## src/rtl/ledchain_pkg.sv

```systemverilog
package ledchain_pkg;
    typedef enum logic [1:0] {
        ST_IDLE  = 2'd0,
        ST_HIGH  = 2'd1,
        ST_LOW   = 2'd2,
        ST_LATCH = 2'd3
    } ledchain_state_e;
endpackage

```

## src/rtl/ledchain_bit_timing.sv

```systemverilog
// Picks the pulse lengths (minus one) for the next high and low phases.
module ledchain_bit_timing #(
    parameter int T0H   = 20,
    parameter int T0L   = 43,
    parameter int T1H   = 40,
    parameter int T1L   = 23,
    parameter int CNT_W = 6
) (
    input  logic             hi_bit_i,
    input  logic             lo_bit_i,
    output logic [CNT_W-1:0] hi_len_o,
    output logic [CNT_W-1:0] lo_len_o
);
    localparam logic [CNT_W-1:0] H0 = CNT_W'(T0H - 1);
    localparam logic [CNT_W-1:0] L0 = CNT_W'(T0L - 1);
    localparam logic [CNT_W-1:0] H1 = CNT_W'(T1H - 1);
    localparam logic [CNT_W-1:0] L1 = CNT_W'(T1L - 1);

    always_comb begin
        hi_len_o = hi_bit_i ? H1 : H0;
        lo_len_o = lo_bit_i ? L1 : L0;
    end
endmodule

```

## src/rtl/ledchain_word_shift.sv

```systemverilog
// Holds the pixel word being sent and counts its bits.
module ledchain_word_shift #(
    parameter int DATA_W = 24
) (
    input  logic              clk,
    input  logic              rst_n,
    input  logic              load_i,
    input  logic              shift_i,
    input  logic [DATA_W-1:0] din_i,
    output logic              cur_bit_o,
    output logic              nxt_bit_o,
    output logic              last_o
);
    localparam int IDX_W = $clog2(DATA_W);
    localparam logic [IDX_W-1:0] LAST_IDX = IDX_W'(DATA_W - 1);

    typedef struct packed {
        logic [DATA_W-1:0] sh;
        logic [IDX_W-1:0]  idx;
    } shift_t;

    shift_t shift_d, shift_q;

    always_comb begin
        shift_d = shift_q;
        if (load_i) begin
            shift_d.sh  = din_i;
            shift_d.idx = '0;
        end else if (shift_i) begin
            shift_d.sh  = {shift_q.sh[DATA_W-2:0], 1'b0};
            shift_d.idx = shift_q.idx + 1'b1;
        end
    end

    always_ff @(posedge clk or negedge rst_n) begin
        if (!rst_n) shift_q <= '0;
        else        shift_q <= shift_d;
    end

    assign cur_bit_o = shift_q.sh[DATA_W-1];
    assign nxt_bit_o = shift_q.sh[DATA_W-2];
    assign last_o    = (shift_q.idx == LAST_IDX);

    assert_ctl_onehot_R4: assert property (@(posedge clk) disable iff (!rst_n)
        $onehot0({load_i, shift_i}));
    assert_no_shift_past_end_R4: assert property (@(posedge clk) disable iff (!rst_n)
        shift_i |-> !last_o);
endmodule

```

## src/rtl/ledchain_frame_ctrl.sv

```systemverilog
// Frame sequencer: pixel index, read address prefetch, phase timer and line.
module ledchain_frame_ctrl
    import ledchain_pkg::*;
#(
    parameter int PIX_COUNT = 512,
    parameter int PIX_W     = 9,
    parameter int CNT_W     = 12,
    parameter int RST_CYC   = 4000,
    parameter int FREE_RUN  = 0,
    parameter int T0H       = 20,
    parameter int T1H       = 40
) (
    input  logic             clk,
    input  logic             rst_n,
    input  logic             start_i,
    input  logic             last_bit_i,
    input  logic [CNT_W-1:0] hi_len_i,
    input  logic [CNT_W-1:0] lo_len_i,
    output logic             hi_sel_load_o,
    output logic             load_o,
    output logic             shift_o,
    output logic [PIX_W-1:0] rd_addr_o,
    output logic             led_o,
    output logic             busy_o
);
    localparam logic [PIX_W-1:0] LAST_PIX = PIX_W'(PIX_COUNT - 1);
    localparam logic [CNT_W-1:0] LATCH_LEN = CNT_W'(RST_CYC - 1);

    typedef struct packed {
        ledchain_state_e  state;
        logic [CNT_W-1:0] cnt;
        logic [PIX_W-1:0] pix;
        logic [PIX_W-1:0] addr;
        logic             line;
    } ctrl_t;

    ctrl_t ctrl_d, ctrl_q;
    logic [PIX_W-1:0] addr_next;

    always_comb begin
        addr_next = (ctrl_q.addr == LAST_PIX) ? '0 : ctrl_q.addr + 1'b1;
        // the first bit of a new word sets the next high length
        hi_sel_load_o = (ctrl_q.state == ST_IDLE) || last_bit_i;
        ctrl_d  = ctrl_q;
        load_o  = 1'b0;
        shift_o = 1'b0;
        case (ctrl_q.state)
            ST_IDLE: begin
                if (start_i || (FREE_RUN != 0)) begin
                    load_o        = 1'b1;
                    ctrl_d.state  = ST_HIGH;
                    ctrl_d.line   = 1'b1;
                    ctrl_d.cnt    = hi_len_i;
                    ctrl_d.pix    = '0;
                    ctrl_d.addr   = addr_next;
                end
            end
            ST_HIGH: begin
                if (ctrl_q.cnt == '0) begin
                    ctrl_d.state = ST_LOW;
                    ctrl_d.line  = 1'b0;
                    ctrl_d.cnt   = lo_len_i;
                end else begin
                    ctrl_d.cnt = ctrl_q.cnt - 1'b1;
                end
            end
            ST_LOW: begin
                if (ctrl_q.cnt != '0) begin
                    ctrl_d.cnt = ctrl_q.cnt - 1'b1;
                end else if (!last_bit_i) begin
                    shift_o      = 1'b1;
                    ctrl_d.state = ST_HIGH;
                    ctrl_d.line  = 1'b1;
                    ctrl_d.cnt   = hi_len_i;
                end else if (ctrl_q.pix != LAST_PIX) begin
                    // compare against count-1: safe for power-of-two chains
                    load_o       = 1'b1;
                    ctrl_d.state = ST_HIGH;
                    ctrl_d.line  = 1'b1;
                    ctrl_d.cnt   = hi_len_i;
                    ctrl_d.pix   = ctrl_q.pix + 1'b1;
                    ctrl_d.addr  = addr_next;
                end else begin
                    ctrl_d.state = ST_LATCH;
                    ctrl_d.cnt   = LATCH_LEN;
                    ctrl_d.pix   = '0;
                end
            end
            default: begin
                if (ctrl_q.cnt == '0) ctrl_d.state = ST_IDLE;
                else                  ctrl_d.cnt   = ctrl_q.cnt - 1'b1;
            end
        endcase
    end

    always_ff @(posedge clk or negedge rst_n) begin
        if (!rst_n) ctrl_q <= '0;
        else        ctrl_q <= ctrl_d;
    end

    assign rd_addr_o = ctrl_q.addr;
    assign led_o     = ctrl_q.line;
    assign busy_o    = (ctrl_q.state != ST_IDLE);

    // length of the current high run, for the pulse width check
    logic [CNT_W:0] hi_run_q;
    localparam logic [CNT_W:0] RUN0 = (CNT_W+1)'(T0H);
    localparam logic [CNT_W:0] RUN1 = (CNT_W+1)'(T1H);

    always_ff @(posedge clk or negedge rst_n) begin
        if (!rst_n)     hi_run_q <= '0;
        else if (led_o) hi_run_q <= hi_run_q + 1'b1;
        else            hi_run_q <= '0;
    end

    assert_idle_quiet_R1: assert property (@(posedge clk) disable iff (!rst_n)
        !busy_o |-> (!led_o && rd_addr_o == '0));
    assert_high_width_R3: assert property (@(posedge clk) disable iff (!rst_n)
        $fell(led_o) |-> (hi_run_q == RUN0 || hi_run_q == RUN1));
    assert_prefetch_R5: assert property (@(posedge clk) disable iff (!rst_n)
        (ctrl_q.state == ST_HIGH || ctrl_q.state == ST_LOW) |->
        rd_addr_o == ((ctrl_q.pix == LAST_PIX) ? '0 : ctrl_q.pix + 1'b1));
    assert_frame_end_R6: assert property (@(posedge clk) disable iff (!rst_n)
        $rose(ctrl_q.state == ST_LATCH) |-> $past(ctrl_q.pix) == LAST_PIX);
    assert_latch_low_R7: assert property (@(posedge clk) disable iff (!rst_n)
        (ctrl_q.state == ST_LATCH) |-> (!led_o && busy_o));
endmodule

```

## src/rtl/ledchain_tx.sv

```systemverilog
module ledchain_tx #(
    parameter int PIX_COUNT = 512,
    parameter int RGBW      = 0,
    parameter int T0H       = 20,
    parameter int T0L       = 43,
    parameter int T1H       = 40,
    parameter int T1L       = 23,
    parameter int RST_CYC   = 4000,
    parameter int FREE_RUN  = 0,
    localparam int DATA_W   = (RGBW != 0) ? 32 : 24,
    localparam int PIX_W    = (PIX_COUNT > 1) ? $clog2(PIX_COUNT) : 1
) (
    input  logic              clk,
    input  logic              rst_n,
    input  logic              start_i,
    output logic [PIX_W-1:0]  rd_addr_o,
    input  logic [DATA_W-1:0] rd_data_i,
    output logic              led_o,
    output logic              busy_o
);
    localparam int MAX_A = (T0H > T0L) ? T0H : T0L;
    localparam int MAX_B = (T1H > T1L) ? T1H : T1L;
    localparam int MAX_C = (MAX_A > MAX_B) ? MAX_A : MAX_B;
    localparam int MAX_D = (MAX_C > RST_CYC) ? MAX_C : RST_CYC;
    localparam int CNT_W = $clog2(MAX_D + 1);

    logic             cur_bit, nxt_bit, last_bit;
    logic             hi_sel_load, load, shift, hi_bit;
    logic [CNT_W-1:0] hi_len, lo_len;

    assign hi_bit = hi_sel_load ? rd_data_i[DATA_W-1] : nxt_bit;

    ledchain_word_shift #(.DATA_W(DATA_W)) u_shift (
        .clk       (clk),
        .rst_n     (rst_n),
        .load_i    (load),
        .shift_i   (shift),
        .din_i     (rd_data_i),
        .cur_bit_o (cur_bit),
        .nxt_bit_o (nxt_bit),
        .last_o    (last_bit)
    );

    ledchain_bit_timing #(
        .T0H(T0H), .T0L(T0L), .T1H(T1H), .T1L(T1L), .CNT_W(CNT_W)
    ) u_timing (
        .hi_bit_i (hi_bit),
        .lo_bit_i (cur_bit),
        .hi_len_o (hi_len),
        .lo_len_o (lo_len)
    );

    ledchain_frame_ctrl #(
        .PIX_COUNT (PIX_COUNT),
        .PIX_W     (PIX_W),
        .CNT_W     (CNT_W),
        .RST_CYC   (RST_CYC),
        .FREE_RUN  (FREE_RUN),
        .T0H       (T0H),
        .T1H       (T1H)
    ) u_ctrl (
        .clk           (clk),
        .rst_n         (rst_n),
        .start_i       (start_i),
        .last_bit_i    (last_bit),
        .hi_len_i      (hi_len),
        .lo_len_i      (lo_len),
        .hi_sel_load_o (hi_sel_load),
        .load_o        (load),
        .shift_o       (shift),
        .rd_addr_o     (rd_addr_o),
        .led_o         (led_o),
        .busy_o        (busy_o)
    );
endmodule

```

## config.mk

```make
export PLATFORM = sky130hd
export DESIGN_NAME = ledchain_tx
export DESIGN_NICKNAME = d
export VERILOG_FILES = /design/src/rtl/ledchain_pkg.sv /design/src/rtl/ledchain_bit_timing.sv /design/src/rtl/ledchain_word_shift.sv /design/src/rtl/ledchain_frame_ctrl.sv /design/src/rtl/ledchain_tx.sv
export SDC_FILE = /design/constraint.sdc
export NUM_CORES = 1
export LEC_CHECK = 0
export ABC_AREA = 1
export ABC_CLOCK_PERIOD_IN_PS = 3700
export BUFFER_PORTS_ARGS = -buffer_cell sky130_fd_sc_hd__buf_4
export CAP_MARGIN = 25
export CORE_ASPECT_RATIO = 1.75
export CORE_MARGIN = 4
export CORE_UTILIZATION = 50
export DETAILED_ROUTE_END_ITERATION = 10
export GPL_TIMING_DRIVEN = 0
export PLACE_DENSITY = 0.76
export SYNTH_ARGS = -nofsm -noshare
export SYNTH_HDL_FRONTEND = slang
export SYNTH_SLANG_ARGS = --single-unit
```

## constraint.sdc

```tcl
create_clock -name clk -period 3.7 [get_ports clk]
set_input_delay 0.37 -clock clk [delete_from_list [all_inputs] [get_ports clk]]
set_output_delay 0.37 -clock clk [all_outputs]
set_load 0.03 [all_outputs]
```

# After elaboration in Yosys (flattened, before gate mapping)
# Cells that the tools add are included.
# totals
out_inout_bits	11
ff_bits	62
input_bits	27
# op_classes
n_reduce_logical	14
add_sub_neg	4
muxes	31
n_eq_ne	12
# op_table
operator	count
2-to-1 mux 29 bit	2
one-hot mux 14 bit (3 select lines)	1
2-to-1 mux 12 bit	3
one-hot mux 18 bit (2 select lines)	1
2-to-1 mux 33 bit	1
2-to-1 mux 23 bit	1
2-to-1 mux 19 bit	1
adder 9 x 1 -> 9 bit, second input constant	2
2-to-1 mux 18 bit	1
2-to-1 mux 14 bit	1
logical NOT 12 bit	1
2-to-1 mux 6 bit	2
nonzero test 12 bit	1
subtractor 12 x 1 -> 12 bit, second input constant	1
2-to-1 mux 1 bit	10
2-to-1 mux 10 bit	1
AND reduction 5 bit	2
equality test 9 bit, second input constant	1
2-to-1 mux 9 bit	1
!= test 9 bit, second input constant	1
AND reduction 4 bit	2
2-to-1 mux 2 bit	3
!= test 2 x 1 -> 1 bit, second input constant	3
nonzero test 2 bit	3
other kinds (13)	15

# Logic depth before layout (Yosys ltp)
# depth
word_depth	8
depth_mapped	15
mapped_depth_nobuf	14

# By module
# From an unflattened synthesis, not the netlist that was laid out.
# hier_totals
hier_cells	590
hier_area_um2	4240.3
# by_module_without_submodules
mod	cells_each	instances	area_per_inst_um2
ledchain_frame_ctrl	415	1	2715.1
ledchain_word_shift	145	1	1330.0
ledchain_bit_timing	26	1	180.2
ledchain_tx	4	1	15.0

# Worst setup path before layout
# No wires, ideal clock.
# synth_timing
path_kind	register -> register
startpoint	register u_ctrl.ctrl_q[10] (netlist name)
endpoint	register u_shift.shift_q[10] (netlist name)
t_arrival_ns	1.979
path_stages_with_launch	16
period_less_slack_ns	2.103
t_required_ns	3.576
slack_ns	1.597
path_buffers	1
path_cell_list	dfrtp_1 ha_1 nand3_1 nor2_1 nand3_1 nor2_1 ha_1 inv_1 nand2_1 nor2_1 nand3_2 nand2_4 inv_2 buf_6 nand3_1 nand3_1
# synth_via
elab_chain_len	6
word_cells_on_any_way	7
classes_between	eq/ne: 1; mux: 5; reduce/logical: 1
# synth_rtl
item	line	rtl
start: declaration	ledchain_frame_ctrl.sv:37	ctrl_t ctrl_d, ctrl_q;
start signal: assignment	ledchain_frame_ctrl.sv:98	else ctrl_q <= ctrl_d;
!= test 9 bit *	ledchain_frame_ctrl.sv:75	end else if (ctrl_q.pix != LAST_PIX) begin
2-to-1 mux 1 bit *	ledchain_frame_ctrl.sv:75	
2-to-1 mux 1 bit *	ledchain_frame_ctrl.sv:70	end else if (!last_bit_i) begin
2-to-1 mux 1 bit *	ledchain_frame_ctrl.sv:68	if (ctrl_q.cnt != '0) begin
one-hot mux 1 bit (2 select lines) *	ledchain_frame_ctrl.sv:47	case (ctrl_q.state)
2-to-1 mux 29 bit / nonzero test 2 bit (equally long branches)	n/a	
end signal: assignment	ledchain_word_shift.sv:37	else shift_q <= shift_d;
end: declaration	ledchain_word_shift.sv:22	shift_t shift_d, shift_q;
# Mark *: on every way between the ends. The rest lies on a longest branch, timed or not.
# A chain may end at the register's enable or synchronous reset.

# Worst setup path after layout
# layout_timing
startpoint	register u_ctrl.ctrl_q[10] (netlist name)
endpoint	register u_shift.shift_q[25] (netlist name)
# Same word-level chain as after synthesis.

==> results.py <==
metrics = {
    "sta": {
        "tightestPinTransition_ns": 0.8091,
        "slew_viol_final": 0,
        "fin_tns_setup_ns": 0,
        "fin_crit_ns": 2.479,
        "hold_viol": 0,
        "fmax_mhz": 403.4,
        "layout_setup_ws_ns": 1.221,
        "rsz0062_at_grt": "false",
        "finalClockSkew_ns": 0.003366,
        "period_share": 0.6701,
        "slew_headroom": 0.4606,
        "setup_violations": 0,
    },
    "power": {
        "vdd_ir_drop_max_mv": 0.4388,
        "p_leak_nw": 2.286,
        "p_per_area_mw_per_mm2": 825.9,
        "power_mw": 3.674,
    },
    "clock_tree": {
        "clk_latency_ns": 0.33,
        "cts_setup_buffers": 0,
        "clockRootBuffer": "clkbuf_16",
        "clock_sinks": 62,
        "cts_tree": "built",
        "clk_pin_slew_worst_paths_ns": 0.05,
        "htree_levels": 3,
        "cts_inserted_buffers": 9,
        "cts_resized": 0,
        "hold_buffers": 0,
        "clock_path_buffers": 2,
    },
    "route": {
        "drt-initial-drc-count": 209,
        "avgRoutedWirePerCell_um": 13.19,
        "via_count": 3389,
        "first_pass_iters": 4,
        "wl_um": 8465,
        "viasPerCell": 5.279,
        "drc": 0,
        "drtAntennaViolNets": 0,
    },
    "placement": {
        "place_ws_ns": 1.238,
        "dp_hpwl_um": 6227,
        "dp.cells": 626,
        "post_dp_cell_area_mm2": 0.004160,
        "gp_congestion": 0.8832,
        "io_buffers": 37,
    },
    "worst_setup_path": {
        "worstPathArrival_ns": 2.69,
        "required_ns": 3.91,
        "path_buf_inv": 3,
        "cpPeakStageDelay_ns": 0.40,
        "cp-startpoint": "u_ctrl.ctrl_q[10]",
        "worst_setup_path_start_kind": "flop",
        "crit_fanout": 10,
        "reg2reg_from": "u_ctrl.ctrl_q[10]",
        "critPathSlowestCell": "dfrtp_1",
        "crit_chain": "ha_1, nand3_1, nor2_1, nand3_1, nor2_1, ha_1, inv_1, nand2_1, nor2_1, nand3_2, nand2_4, inv_2, buf_6, nand3_1, nand3_1",
        "cp_top_family": "simple AND/OR/NAND/NOR gates",
        "crit_type": "reg -> reg",
        "crit_top_cell": "nand3_1",
        "end_kind": "flop",
    },
    "run_status": {
        "status": "finished clean",
    },
    "finish": {
        "final_area_mm2": 0.004448,
        "fin_cells": 642,
        "n_antenna_cell": 0,
        "multiInputGateArea_mm2": 0.001884,
        "nNetsFinal": 588,
        "num-fill-cells": 680,
        "area_growth_pct": 17.83,
        "area.sequential_mm2": 0.001551,
        "drive_gt1_frac": 0.1745,
    },
    "yosys": {
        "synth_top_area_share": 0.4110,
        "syn_inst": 503,
        "synth.ff_latch_count": 62,
        "async_flop_share": 1.000,
        "syn_avg_cell_area_um2": 7.505,
        "netlist_top_cells_count": "nand2_1, nand3_1, dfrtp_1",
        "synth_area_leader_cell": "dfrtp_1",
        "ys_warn_count": 0,
        "synth.cell_area_mm2": 0.003775,
        "yosysMostFrequentCell": "nand2_1",
        "synthTopCellsByArea": "dfrtp_1, nand2_1, nand3_1",
        "synthFlopType": "dfrtp_1",
        "synth_edf_count": 0,
        "synth_cell_types": 36,
        "synth_fp_nets": 540,
        "synth-seq-area-share": 0.4110,
    },
    "worst_hold_path": {
        "hold_path.class": "in -> async",
    },
    "run": {
        "cap_viol_max_count": 0,
    },
    "floorplanning": {
        "ios": 38,
        "initial_core_util": 0.5182,
        "row_count": 41,
        "die_y_um": 122.9,
        "die_x_um": 73.68,
        "die_area_mm2": 0.009059,
        "core-area_mm2": 0.007284,
    },
    "global_routing": {
        "grt_overflow": 0,
        "grt_antenna_before_repair": 0,
        "grt_max_degree": 63,
        "grt_pass1_wl_um": 14640,
        "first_global_vias": 3366,
        "grtUsageTotal": 0.2075,
    },
}
metal layers:
| metal | GRT usage | share of wire |
|---|---|---|
| met1 | 0.2315 | 0.41 |
| met2 | 0.3650 | 0.54 |
| met3 | 0.04882 | 0.033 |
| met4 | 0.09410 | 0.017 |
| met5 | 0 | 0 |
where the power goes:
| group | switching, mW | internal (mW) |
|---|---|---|
| Combinational | 1.12 | 0.660 |
| Clock | 0.295 | 0.505 |
| Sequential | 0.177 | 0.919 |
registers in the layout (all words and copies together) (netlist names):
name               count
u_ctrl.led_o           1
u_ctrl.rd_addr_o       9
u_ctrl.ctrl_q         23
u_shift.shift_q       27
u_shift.nxt_bit_o      1
u_shift.cur_bit_o      1
cell usage in the layout (no fill, tap or decap), types with 5 or more instances in the layout:
master     instances
nand2_1          152
nand3_1           87
dfrtp_1           62
buf_4             50
inv_1             41
nor2_1            40
o21ai_0           24
xor2_1            11
ha_1              10
a21oi_1            9
clkbuf_16          9
nor3_1             5
buf_2              5
metrics by stage:
stage          utilization  hold slack [ns]
2_1_floorplan            -          0.07441
3_3_place_gp        0.5711           0.4569
3_5_place_dp        0.5711           0.4645
4_1_cts             0.6106           0.1430
5_1_grt             0.6106           0.1975
6_report            0.6106           0.1154
layout make-up:
cell class                      count  area share
Multi-Input combinational cell    373      0.4236
Inverter                           46     0.03938
Buffer                             22     0.03685
Tap cell                           86     0.02419
Sequential cell                    62      0.3488
Clock inverter                      3    0.003938
Clock buffer                       13     0.06076
Timing Repair Buffer               37     0.06245
final timing paths:
kind	to	slack (ns)	cells after the start
min in group clk	u_shift.shift_q[5]	0.24	3
hold reg to reg	u_shift.shift_q[5]	0.47	2
max in group asynchronous	u_ctrl.rd_addr_o[3]	3.04	1
setup / recovery	u_shift.shift_q[25]	1.22	15
setup reg to reg	u_shift.shift_q[25]	1.22	15
hold / removal	u_shift.shift_q[2]	0.12	1
cell families after synthesis:
group,share of synthesized area
compound gates,0.05569
xor+xnor,0.02784
fa+ha+maj,0.03315
buf+inv,0.08982
flops,0.4110
simple gates,0.3825
Power figures use the tool's default switching activity.
